`src/rtl/ctu_pkg.sv`:
```
// Package: shared types for the core-local timer unit.
// Assumes a 32-bit bus and a 64-bit time base (two bus words).
package ctu_pkg;

    localparam int BUS_W  = 32;
    localparam int TIME_W = 64;

    // Decoded target of a bus access
    typedef enum logic [2:0] {
        RG_NONE    = 3'd0,
        RG_BADOFF  = 3'd1,
        RG_SWI     = 3'd2,
        RG_CMP_LO  = 3'd3,
        RG_CMP_HI  = 3'd4,
        RG_TIME_LO = 3'd5,
        RG_TIME_HI = 3'd6
    } ctu_region_e;

    // True when an access to region r with write flag we must be flagged
    function automatic logic access_faults(ctu_region_e r, logic we);
        return (r == RG_NONE) || (r == RG_BADOFF) ||
               (we && ((r == RG_TIME_LO) || (r == RG_TIME_HI)));
    endfunction

endpackage

```
`src/rtl/ctu_addr_decode.sv`:
```
// Module: ctu_addr_decode
// Maps a byte address to a register region and a hart index.
// Assumes the three regions do not overlap and no region wraps past
// the top of the address space. Purely combinational.
module ctu_addr_decode
    import ctu_pkg::*;
#(
    parameter int                ADDR_W    = 16,
    parameter int                NUM_HARTS = 4,
    parameter int                HART_W    = 2,
    parameter logic [ADDR_W-1:0] SWI_BASE  = 16'h1000,
    parameter logic [ADDR_W-1:0] CMP_BASE  = 16'h4000,
    parameter logic [ADDR_W-1:0] TIME_BASE = 16'hBFF8
) (
    input  logic [ADDR_W-1:0] addr,
    output ctu_region_e       region,
    output logic [HART_W-1:0] hart
);

    localparam logic [ADDR_W-1:0] SWI_SPAN = ADDR_W'(NUM_HARTS * 4);
    localparam logic [ADDR_W-1:0] CMP_SPAN = ADDR_W'(NUM_HARTS * 8);
    localparam logic [ADDR_W-1:0] TIME_HI_ADDR = TIME_BASE + ADDR_W'(4);

    logic [ADDR_W-1:0] swi_off;
    logic [ADDR_W-1:0] cmp_off;

    // Offsets wrap to large values below a base, so one compare checks range
    always_comb begin
        swi_off = addr - SWI_BASE;
        cmp_off = addr - CMP_BASE;
    end

    // Region and hart selection
    always_comb begin
        region = RG_NONE;
        hart   = '0;
        if (swi_off < SWI_SPAN) begin
            hart   = swi_off[HART_W+1:2];
            region = (swi_off[1:0] == 2'b00) ? RG_SWI : RG_BADOFF;
        end else if (cmp_off < CMP_SPAN) begin
            hart = cmp_off[HART_W+2:3];
            case (cmp_off[2:0])
                3'd0:    region = RG_CMP_LO;
                3'd4:    region = RG_CMP_HI;
                default: region = RG_BADOFF;
            endcase
        end else if (addr == TIME_BASE) begin
            region = RG_TIME_LO;
        end else if (addr == TIME_HI_ADDR) begin
            region = RG_TIME_HI;
        end
    end

endmodule

```
`src/rtl/ctu_time_base.sv`:
```
// Module: ctu_time_base
// Free-running time counter that advances by one per enabled clock.
// Assumes tick_en is already synchronous to clk. Not writable.
module ctu_time_base #(
    parameter int TIME_W = 64
) (
    input  logic              clk,
    input  logic              rst_n,
    input  logic              tick_en,
    output logic [TIME_W-1:0] time_q
);

    // Count enabled clocks, wrapping modulo 2**TIME_W
    always_ff @(posedge clk) begin
        if (!rst_n) begin
            time_q <= '0;
        end else if (tick_en) begin
            time_q <= time_q + TIME_W'(1);
        end
    end

endmodule

```
`src/rtl/ctu_hart_slot.sv`:
```
// Module: ctu_hart_slot
// State of one hart: software flag, 64-bit deadline, timer level.
// Assumes at most one of the write strobes is high per clock.
module ctu_hart_slot #(
    parameter int BUS_W  = 32,
    parameter int TIME_W = 64
) (
    input  logic              clk,
    input  logic              rst_n,
    input  logic              swi_we,
    input  logic              cmp_lo_we,
    input  logic              cmp_hi_we,
    input  logic [BUS_W-1:0]  wdata,
    input  logic [TIME_W-1:0] time_now,
    output logic              soft_q,
    output logic              timer_q,
    output logic [TIME_W-1:0] cmp_q
);

    // Software flag follows whether the written word is nonzero
    always_ff @(posedge clk) begin
        if (!rst_n) begin
            soft_q <= 1'b0;
        end else if (swi_we) begin
            soft_q <= |wdata;
        end
    end

    // Deadline halves written independently
    always_ff @(posedge clk) begin
        if (!rst_n) begin
            cmp_q <= '0;
        end else if (cmp_lo_we) begin
            cmp_q[BUS_W-1:0] <= wdata;
        end else if (cmp_hi_we) begin
            cmp_q[TIME_W-1:BUS_W] <= wdata;
        end
    end

    // Timer level registered from the unsigned deadline comparison
    always_ff @(posedge clk) begin
        if (!rst_n) begin
            timer_q <= 1'b0;
        end else begin
            timer_q <= (cmp_q <= time_now);
        end
    end

endmodule

```
`src/rtl/core_timer_unit.sv`:
```
// Module: core_timer_unit
// Core-local timer and software-interrupt unit on a 32-bit register bus.
// Assumes single-clock requests, aligned 32-bit little-endian words.
// Read data and error pulse are registered one clock after bus_req.
module core_timer_unit
    import ctu_pkg::*;
#(
    parameter int                ADDR_W    = 16,
    parameter int                NUM_HARTS = 4,
    parameter logic [ADDR_W-1:0] SWI_BASE  = 16'h1000,
    parameter logic [ADDR_W-1:0] CMP_BASE  = 16'h4000,
    parameter logic [ADDR_W-1:0] TIME_BASE = 16'hBFF8
) (
    input  logic                 clk,
    input  logic                 rst_n,
    input  logic                 tick_en,
    input  logic                 bus_req,
    input  logic                 bus_we,
    input  logic [ADDR_W-1:0]    bus_addr,
    input  logic [31:0]          bus_wdata,
    output logic [31:0]          bus_rdata,
    output logic                 bus_err,
    output logic [NUM_HARTS-1:0] timer_irq,
    output logic [NUM_HARTS-1:0] soft_irq
);

    localparam int HART_W = (NUM_HARTS > 1) ? $clog2(NUM_HARTS) : 1;

    ctu_region_e                  dec_region;
    logic [HART_W-1:0]            dec_hart;
    logic [TIME_W-1:0]            time_q;
    logic [TIME_W-1:0]            cmp_arr [NUM_HARTS];
    logic [NUM_HARTS*TIME_W-1:0]  cmp_flat;
    logic                         wr_req;
    logic [BUS_W-1:0]             rdata_d;
    logic [BUS_W-1:0]             rdata_q;
    logic                         err_q;

    ctu_addr_decode #(
        .ADDR_W    (ADDR_W),
        .NUM_HARTS (NUM_HARTS),
        .HART_W    (HART_W),
        .SWI_BASE  (SWI_BASE),
        .CMP_BASE  (CMP_BASE),
        .TIME_BASE (TIME_BASE)
    ) u_decode (
        .addr   (bus_addr),
        .region (dec_region),
        .hart   (dec_hart)
    );

    ctu_time_base #(
        .TIME_W (TIME_W)
    ) u_time (
        .clk     (clk),
        .rst_n   (rst_n),
        .tick_en (tick_en),
        .time_q  (time_q)
    );

    // Write qualifier shared by all harts
    always_comb wr_req = bus_req && bus_we;

    for (genvar h = 0; h < NUM_HARTS; h++) begin : g_hart
        logic sel;
        // This hart is addressed
        always_comb sel = wr_req && (dec_hart == HART_W'(h));

        ctu_hart_slot #(
            .BUS_W  (BUS_W),
            .TIME_W (TIME_W)
        ) u_slot (
            .clk       (clk),
            .rst_n     (rst_n),
            .swi_we    (sel && (dec_region == RG_SWI)),
            .cmp_lo_we (sel && (dec_region == RG_CMP_LO)),
            .cmp_hi_we (sel && (dec_region == RG_CMP_HI)),
            .wdata     (bus_wdata),
            .time_now  (time_q),
            .soft_q    (soft_irq[h]),
            .timer_q   (timer_irq[h]),
            .cmp_q     (cmp_arr[h])
        );

        // Flattened deadline view for the checker
        always_comb cmp_flat[h*TIME_W +: TIME_W] = cmp_arr[h];
    end

    // Read multiplexer over the decoded region
    always_comb begin
        rdata_d = '0;
        case (dec_region)
            RG_SWI:     rdata_d = {{(BUS_W-1){1'b0}}, soft_irq[dec_hart]};
            RG_CMP_LO:  rdata_d = cmp_arr[dec_hart][BUS_W-1:0];
            RG_CMP_HI:  rdata_d = cmp_arr[dec_hart][TIME_W-1:BUS_W];
            RG_TIME_LO: rdata_d = time_q[BUS_W-1:0];
            RG_TIME_HI: rdata_d = time_q[TIME_W-1:BUS_W];
            default:    rdata_d = '0;
        endcase
    end

    // Register read data for read requests only; zero otherwise
    always_ff @(posedge clk) begin
        if (!rst_n) begin
            rdata_q <= '0;
        end else begin
            rdata_q <= (bus_req && !bus_we) ? rdata_d : '0;
        end
    end

    // One-clock error pulse for bad accesses
    always_ff @(posedge clk) begin
        if (!rst_n) begin
            err_q <= 1'b0;
        end else begin
            err_q <= bus_req && access_faults(dec_region, bus_we);
        end
    end

    assign bus_rdata = rdata_q;
    assign bus_err   = err_q;

endmodule

```
`config.mk`:
```
export PLATFORM = sky130hd
export DESIGN_NAME = core_timer_unit
export DESIGN_NICKNAME = d
export VERILOG_FILES = /design/src/rtl/ctu_pkg.sv /design/src/rtl/ctu_addr_decode.sv /design/src/rtl/ctu_time_base.sv /design/src/rtl/ctu_hart_slot.sv /design/src/rtl/core_timer_unit.sv
export SDC_FILE = /design/constraint.sdc
export NUM_CORES = 1
export LEC_CHECK = 0
export BUFFER_PORTS_ARGS = -buffer_cell sky130_fd_sc_hd__buf_2
export CAP_MARGIN = 0
export CORE_UTILIZATION = 60
export DETAILED_ROUTE_END_ITERATION = 7
export PLACE_DENSITY = 0.82
export SYNTH_ARGS = -nofsm -noshare
export SYNTH_HDL_FRONTEND = slang
export SYNTH_SLANG_ARGS = --single-unit
```
`constraint.sdc`:
```
create_clock -name clk -period 3.1 [get_ports clk]
set_input_delay 0.155 -clock clk [delete_from_list [all_inputs] [get_ports clk]]
set_output_delay 0.155 -clock clk [all_outputs]
set_load 0.05 [all_outputs]
```
==> results of run 1 <==
-- layout by cell type (no fill, tap or decap), types with 6 or more instances in the layout --
| cell type | netlist | layout |
|---|---|---|
| nor4_1 | 25 | 24 |
| and4_1 | 12 | 12 |
| inv_1 | 79 | 79 |
| o21a_1 | 12 | 12 |
| nand3_1 | 37 | 37 |
| o211ai_1 | 11 | 11 |
| buf_12 | 0 | 16 |
| xnor2_1 | 39 | 39 |
| a21oi_1 | 366 | 366 |
| a31oi_1 | 18 | 18 |
| nor2_1 | 68 | 66 |
| ha_1 | 257 | 257 |
| o221a_2 | 18 | 18 |
| nand2_1 | 628 | 628 |
| a22oi_1 | 20 | 20 |
| buf_2 | 40 | 93 |
| clkbuf_1 | 106 | 7 |
| dlygate4sd3_1 | 0 | 33 |
| a21o_1 | 43 | 43 |
| or3_1 | 20 | 20 |
| buf_4 | 14 | 82 |
| mux4_2 | 32 | 32 |
| mux2_2 | 30 | 30 |
| o21ai_0 | 45 | 45 |
| a222oi_1 | 15 | 15 |
| or4_1 | 13 | 13 |
| o31ai_1 | 7 | 7 |
| dfxtp_1 | 361 | 361 |
| a221oi_1 | 6 | 6 |
| a211oi_1 | 14 | 14 |
| nand4_1 | 74 | 74 |
| nor2b_1 | 13 | 13 |
| nor3_1 | 29 | 26 |
| clkbuf_16 | 0 | 41 |
| and3_1 | 11 | 11 |
| bufinv_16 | 0 | 8 |
| mux2i_1 | 38 | 38 |
-- flip-flops by register name, summed over array words and instances, names as in the netlist --
signal                 count
g_hart.u_slot.soft_q       4
g_hart.u_slot.timer_q      4
u_time.time_q             64
g_hart.u_slot.cmp_q      256
bus_rdata                 32
bus_err                    1
-- worst paths after layout --
kind / startpoint / endpoint / slack (ps) / depth (start not counted)
max: u_time.time_q[58] / g_hart[2].u_slot.timer_q / 80 / 8
min: bus_wdata[3] / g_hart[3].u_slot.cmp_q[3] / 30 / 3
max reg2reg: u_time.time_q[58] / g_hart[2].u_slot.timer_q / 80 / 8
min reg2reg: g_hart[3].u_slot.cmp_q[0] / g_hart[3].u_slot.cmp_q[0] / 450 / 2
-- synth_stat cells, types with 4 or more instances --
master / instances / area share
a211oi_1: 14 / 0.0049
a21o_1: 43 / 0.015
a21oi_1: 366 / 0.086
a221oi_1: 6 / 0.0025
a222oi_1: 15 / 0.0070
a22oi_1: 20 / 0.0070
a31oi_1: 18 / 0.0053
and3_1: 11 / 0.0032
and4_1: 12 / 0.0049
buf_2: 40 / 0.0094
buf_4: 14 / 0.0049
buf_6: 14 / 0.0074
clkbuf_1: 106 / 0.019
dfxtp_1: 361 / 0.34
ha_1: 257 / 0.15
inv_1: 79 / 0.014
mux2_2: 30 / 0.016
mux2i_1: 38 / 0.018
mux4_2: 32 / 0.034
nand2_1: 628 / 0.11
nand2b_1: 5 / 0.0015
nand3_1: 37 / 0.0087
nand4_1: 74 / 0.022
nor2_1: 68 / 0.012
nor2b_1: 13 / 0.0038
nor3_1: 29 / 0.0068
nor3_2: 4 / 0.0019
nor4_1: 25 / 0.0073
o211ai_1: 11 / 0.0039
o21a_1: 12 / 0.0042
o21ai_0: 45 / 0.011
o221a_2: 18 / 0.0095
o31ai_1: 7 / 0.0025
or2_2: 4 / 0.0012
or3_1: 20 / 0.0059
or4_1: 13 / 0.0046
xnor2_1: 39 / 0.016
-- stage by stage --
| stage | util | cells |
|---|---|---|
| 6_report | 0.699 | 3154 |
| 2_1_floorplan | - | 2577 |
| 3_5_place_dp | 0.648 | 3048 |
| 5_1_grt | 0.699 | 3153 |
| 4_1_cts | 0.699 | 3153 |
| 3_3_place_gp | 0.648 | 3048 |
-- worst max-delay path: cells and delay by family (launching register included) --
family	cells	cell delay (ps)
buf+inv	1	190
fa+ha+maj	1	340
simple gates	5	1760
compound gates	1	220
flops	1	420
-- area by class of cell --
class	count	area share
Clock buffer	53	0.0461
Tap cell	455	0.0234
Inverter	80	0.0127
Sequential cell	361	0.297
Timing Repair Buffer	224	0.0712
Clock inverter	19	0.0133
Antenna cell	1	0.000103
Multi-Input combinational cell	1961	0.536
-- power groups by stage --
stage	registers (W)	logic [W]	clock network (W)
2_1_floorplan	0.00476	0.000236	0
3_3_place_gp	0.00476	0.000399	0
3_5_place_dp	0.00476	0.000403	0
4_1_cts	0.00466	0.000437	0.00533
5_1_grt	0.00465	0.000468	0.00550
6_report	0.00466	0.000459	0.00530
-- layer usage --
| metal | vias to the layer above | share of wire | GRT usage |
|---|---|---|---|
| met5 | - | 0 | 0 |
| met4 | 0 | 0.081 | 0.324 |
| met3 | 329 | 0.11 | 0.0933 |
| met2 | 1288 | 0.43 | 0.655 |
| met1 | 9619 | 0.38 | 0.517 |
| li1 | 9386 | - | - |
-- repair_timing --
item / 4_1_cts / 5_1_grt
buffers inserted: 0 / 0
hold endpoints to repair: 247 / 0
hold buffers: 33 / 0
-- cells by family after synthesis --
kind of cell             count (synthesis)  share of synthesized area
AND/OR/NAND/NOR                        960                      0.202
AO/OA/AOI/OAI                          605                      0.171
flip-flops                             361                      0.338
adder cells (fa/ha/maj)                257                      0.151
buffers and inverters                  255                     0.0546
multiplexers                           100                     0.0674
XOR/XNOR                                39                     0.0160
==> results by group, run 1 <==
STA
  – Final hold slack: 25.6 ps
  – Clk_skew: 17.5 ps
  – # setup viols final: 0
  – Final Critical Period: 3020 ps
  – TNS Setup: 0 ps
  – RSZ-0062 raised after global routing: false
  – Crit share post-route: 0.974
  – Peak Freq: 331 MHz
  – Final Hold Fails: 0
  – Rel. slew slack: 0.257
  – Crit path setup slack, layout: 79.1 ps
  – Slew Viols, Final: 0
  – Worst-Margin Slew: 1110 ps

Yosys
  – Yosys reg bits: 361
  – Synthesized cell area: 21,400 um^2
  – Mapped Avg Cell Area: 8.29 um^2
  – Synthesized Nets: 2,887
  – Synth Warn #: 0
  – Seq/Total Area, Yosys: 0.338
  – Synth cell types: 68
  – Number of synthesized flops with an enable pin: 0
  – Ys async rst share: 0
  – Ys flop type: dfxtp_1
  – Cells after Synth: 2,577

GRT
  – First-pass GRT wire length: 117,000 um
  – Total grt overflow: 0
  – Largest net degree at the start of global routing: 219
  – Vias in the first global route: 20,218
  – GRT Overall Usage: 0.425
  – Initial antenna violation count: 1

Pwr
  – Comb pwr share: 0.044
  – Clock power frac: 0.509
  – Max IR drop VDD: 0.509 mV
  – Leakage: 9.45 nW
  – Seq pwr share: 0.447
  – PD cells: 428 nW/um^2
  – Switching fraction of total power: 0.231
  – PnR Total Power: 0.0104 W
  – Pint: 0.00801 W
  – Switching power: 0.00240 W

Place
  – GP Congestion: 1.02
  – DP HPWL: 56,800 um
  – Cell Area, Placed: 22,500 um^2
  – Pre-CTS setup slack: 97.6 ps
  – I/O Buffers: 93

Drt
  – Wire per inst: 24.3 um
  – Drt pass-1 iters: 8
  – Vias/cell: 6.54
  – Total wire length: 76,700 um
  – DR DRC count: 3
  – DR iter-0 viols: 2,557
  – Post-DRT Antenna Nets: 0
  – Total number of vias: 20,622

Hold path
  – HP Class: in -> reg

Clock network
  – TritonCTS clock tree: done
  – Post-cts gate resize count: 0
  – Worst-Skew Late Latency: 580 ps
  – Clock Sinks: 361
  – Clock root cell: clkbuf_16
  – CTS Buffer Depth: 3
  – CTS buffer count: 40
  – H-tree Lvls: 2
  – Clk pin slew, worst setup/hold paths: 60 ps

Finish
  – Post-layout nets: 2,978
  – Final instance area: 24,300 um^2
  – Combined area of the multi-input logic cells: 13,000 um^2
  – Filler cells: 2,773
  – Share of layout cells above drive strength 1: 0.132
  – Sequential cell area: 7230 um^2
  – Area Overhead vs Synth: 13.9%

Floorplanning
  – FP Rows: 68
  – Die area: 36,300 um^2
  – Starting Density: 0.614
  – Core Box Area: 34,800 um^2
  – Die height: 191 um
  – Chip width: 191 um
  – I/O pins: 94

Status
  – Outcome: complete, but fails checks
  – Failing checks: DRC

Critical path
  – Startpoint Class: flip-flop
  – Critical Path AT: 3510 ps
  – Setup CP Type: reg -> reg
  – CP peak stage delay: 530 ps
  – Worst path cell trace: inv_1 > ha_1 > nand4_1 > nor4_1 > nand4_1 > nor4_1 > nor2_1 > a2bb2oi_1
  – Slowest CP cell: nor4_1
  – WP data required: 3590 ps
  – Critical Path Sink Type: flip-flop
  – Max Fanout on Critical Path: 6

Job
  – Max-cap viol count: 0
Power figures use the tool's default switching activity.
==> run 2: changes to the inputs <==
==> constraint.sdc (replaced) <==
create_clock -name clk -period 3.9 [get_ports clk]
set_input_delay 0.195 -clock clk [delete_from_list [all_inputs] [get_ports clk]]
set_output_delay 0.195 -clock clk [all_outputs]
set_load 0.05 [all_outputs]
==> results by group, run 2 (synthesized netlist as in run 1, its figures left out) <==
Drt
  – Post-DRT Antenna Nets: 0 (unchanged)
  – DR iter-0 viols: 2,557 (unchanged)
  – DR DRC count: 0 (-3)
  – Vias/cell: 6.66 (+1.8%)
  – Total number of vias: 20,584 (-0.18%)
  – Wire per inst: 24.1 um (-0.79%)
  – Drt pass-1 iters: 6 (-2)
  – Total wire length: 74,600 um (-2.7%)

Pwr
  – PD cells: 343 nW/um^2 (-20%)
  – Seq pwr share: 0.458 (+0.011)
  – Leakage: 9.10 nW (-3.7%)
  – Comb pwr share: 0.042 (-0.002)
  – Pint: 0.00619 W (-23%)
  – Clock power frac: 0.500 (-0.009)
  – PnR Total Power: 0.00809 W (-22%)
  – Max IR drop VDD: 0.352 mV (-31%)
  – Switching power: 0.00190 W (-21%)
  – Switching fraction of total power: 0.235 (+0.00417)

GRT
  – Met1 Track Usage GR: 0.513 (-0.00346)
  – Grt met3 use: 0.0926 (-0.000736)
  – GRT busiest layer: met2
  – First-pass GRT wire length: 113,000 um (-2.8%)
  – Largest net degree at the start of global routing: 175 (-20%)
  – Vias in the first global route: 19,742 (-2.4%)
  – Met2 Usage GRT: 0.621 (-0.0334)
  – Initial antenna violation count: 0 (-1)
  – GRT Overall Usage: 0.410 (-0.0148)
  – Total grt overflow: 0 (unchanged)

Finish
  – Share of layout cells above drive strength 1: 0.121 (-0.0113)
  – Leading cell type in the layout, fill and taps excluded: nand2_1
  – Antenna cells: 0 (-1)
  – Post-layout nets: 2,917 (-2.0%)
  – Area Overhead vs Synth: 10.6%
  – Max reg flops: 256 (unchanged)
  – Most frequent cells in the layout: 628 x nand2_1, 366 x a21oi_1, 361 x dfxtp_1
  – Most flops, register: g_hart.u_slot.cmp_q

STA
  – Slew Viols, Final: 0 (unchanged)
  – Final Critical Period: 3350 ps (+331 ps)
  – Clk_skew: 13.3 ps (-4.18 ps)
  – # setup viols final: 0 (unchanged)
  – TNS Setup: 0 ps (unchanged)
  – RSZ-0062 raised after global routing: false
  – Crit share post-route: 0.859 (-0.115)
  – Final Hold Fails: 0 (unchanged)
  – Crit path setup slack, layout: 548 ps (+469 ps)
  – Worst-Margin Slew: 1020 ps (-98.5 ps)
  – Rel. slew slack: 0.323 (+0.0657)
  – Peak Freq: 298 MHz (-9.9%)

Place
  – GP Congestion: 1.01 (-0.72%)
  – Pre-CTS setup slack: 609 ps (+512 ps)
  – I/O Buffers: 93 (unchanged)
  – DP HPWL: 53,000 um (-6.7%)

Clock network
  – Post-cts gate resize count: 0 (unchanged)
  – CTS buffer count: 40 (unchanged)
  – Clock Sinks: 361 (unchanged)
  – Clock root cell: clkbuf_16
  – Worst-Skew Late Latency: 580 ps (about the same)
  – CTS Buffer Depth: 3 (unchanged)
  – Clk pin slew, worst setup/hold paths: 60 ps (about the same)
  – TritonCTS clock tree: done
  – H-tree Lvls: 2 (unchanged)

Hold path
  – Cells on Worst Hold Path: 3 (unchanged)
  – HP Class: in -> reg
  – Hold Path Sink: g_hart[0].u_slot.cmp_q[29]
  – Min-Delay Startpoint: bus_wdata[29]

Critical path
  – WP data required: 4390 ps (+800 ps)
  – CP most frequent cell: nand4_1
  – Slowest CP cell: dfxtp_1
  – Startpoint Class: flip-flop
  – Worst path cell trace: ha_1 > and3_1 > nand4_1 > nor4_4 > nand4_1 > or4_1 > a21oi_1
  – Reg2Reg Capture Point: u_time.time_q[60]
  – Critical Path Sink Type: flip-flop
  – Setup CP Type: reg -> reg
  – Worst R2R Start: u_time.time_q[0]
  – Worst Reg-to-Reg Cells: 7 (-1)
  – Max Fanout on Critical Path: 10 (+4)
  – Flop-to-flop setup slack: 550 ps (+470 ps)
  – CP peak stage delay: 630 ps (+100 ps)
  – Critical Path AT: 3840 ps (+330 ps)
  – CP startpoint: u_time.time_q[0]

Status
  – Outcome: finished, final reports clean

Floorplanning
  – Core Box Area: 34,800 um^2 (unchanged)
  – Starting Density: 0.614 (unchanged)
  – Chip width: 191 um (unchanged)
  – Die area: 36,300 um^2 (unchanged)
  – Die height: 191 um (unchanged)
  – I/O pins: 94 (unchanged)
  – FP Rows: 68 (unchanged)

Job
  – Max-cap viol count: 0 (unchanged)
==> run 2: layer usage <==
metal  vias to the layer above  wire length [um]
li1                       9253                 -
met1                      9668             28400
met2                      1338             31700
met3                       325              8590
met4                         0              5880
met5                         -                 0
==> run 2: final cells by class <==
class,count,area (um^2)
clock inverter,12,150
timing repair buffer,163,1090
multi-input combinational,1961,13000
tap,455,569
inverter,80,308
sequential,361,7230
clock buffer,60,1250
fill,2818,11200
==> run 2: worst max-delay path by stage <==
stage / to / slack [ps] / cells after the start
3_3_place_gp: g_hart[1].u_slot.cmp_q[20] / 690 / 9
2_1_floorplan: bus_rdata[19] / 1160 / 9
4_1_cts: u_time.time_q[60] / 700 / 7
5_1_grt: u_time.time_q[60] / 400 / 7
6_report: u_time.time_q[60] / 550 / 7
3_5_place_dp: g_hart[1].u_slot.cmp_q[23] / 610 / 9
==> run 2: through the flow <==
stage                     std cells  instance area (um^2)   util  hold WS, ps
after detailed placement       3007                 22100  0.635          448
after global placement         3007                 22100  0.635          440
after CTS                      3092                 23600  0.679        0.226
after global routing           3092                 23600  0.679         8.55
final                          3092                 23600  0.679         9.50
after floorplan                2577                 21400      -          336
==> run 2: repair_timing <==
| action | in CTS | in global routing |
|---|---|---|
| hold buffers | 13 | 0 |
| buffers inserted | 0 | 0 |
| hold endpoints to repair | 62 | 0 |
| endpoints found under the setup margin | 0 | 0 |
==> run 2: critical path, delay by kind of cell, from the launching register on <==
family	cells	cell delay (ps)
DFF	1	630
AOI/OAI and AO/OA	1	140
and+or+nand+nor	5	2220
adders and majority gates	1	260
==> run 2: power groups by stage <==
| stage | Clock [W] | Sequential, W | Combinational, W |
|---|---|---|---|
| 2_1_floorplan | 0 | 0.00379 | 0.000188 |
| 3_3_place_gp | 0 | 0.00379 | 0.000309 |
| 3_5_place_dp | 0 | 0.00379 | 0.000312 |
| 4_1_cts | 0.00405 | 0.00370 | 0.000325 |
| 5_1_grt | 0.00422 | 0.00370 | 0.000346 |
| 6_report | 0.00405 | 0.00371 | 0.000338 |
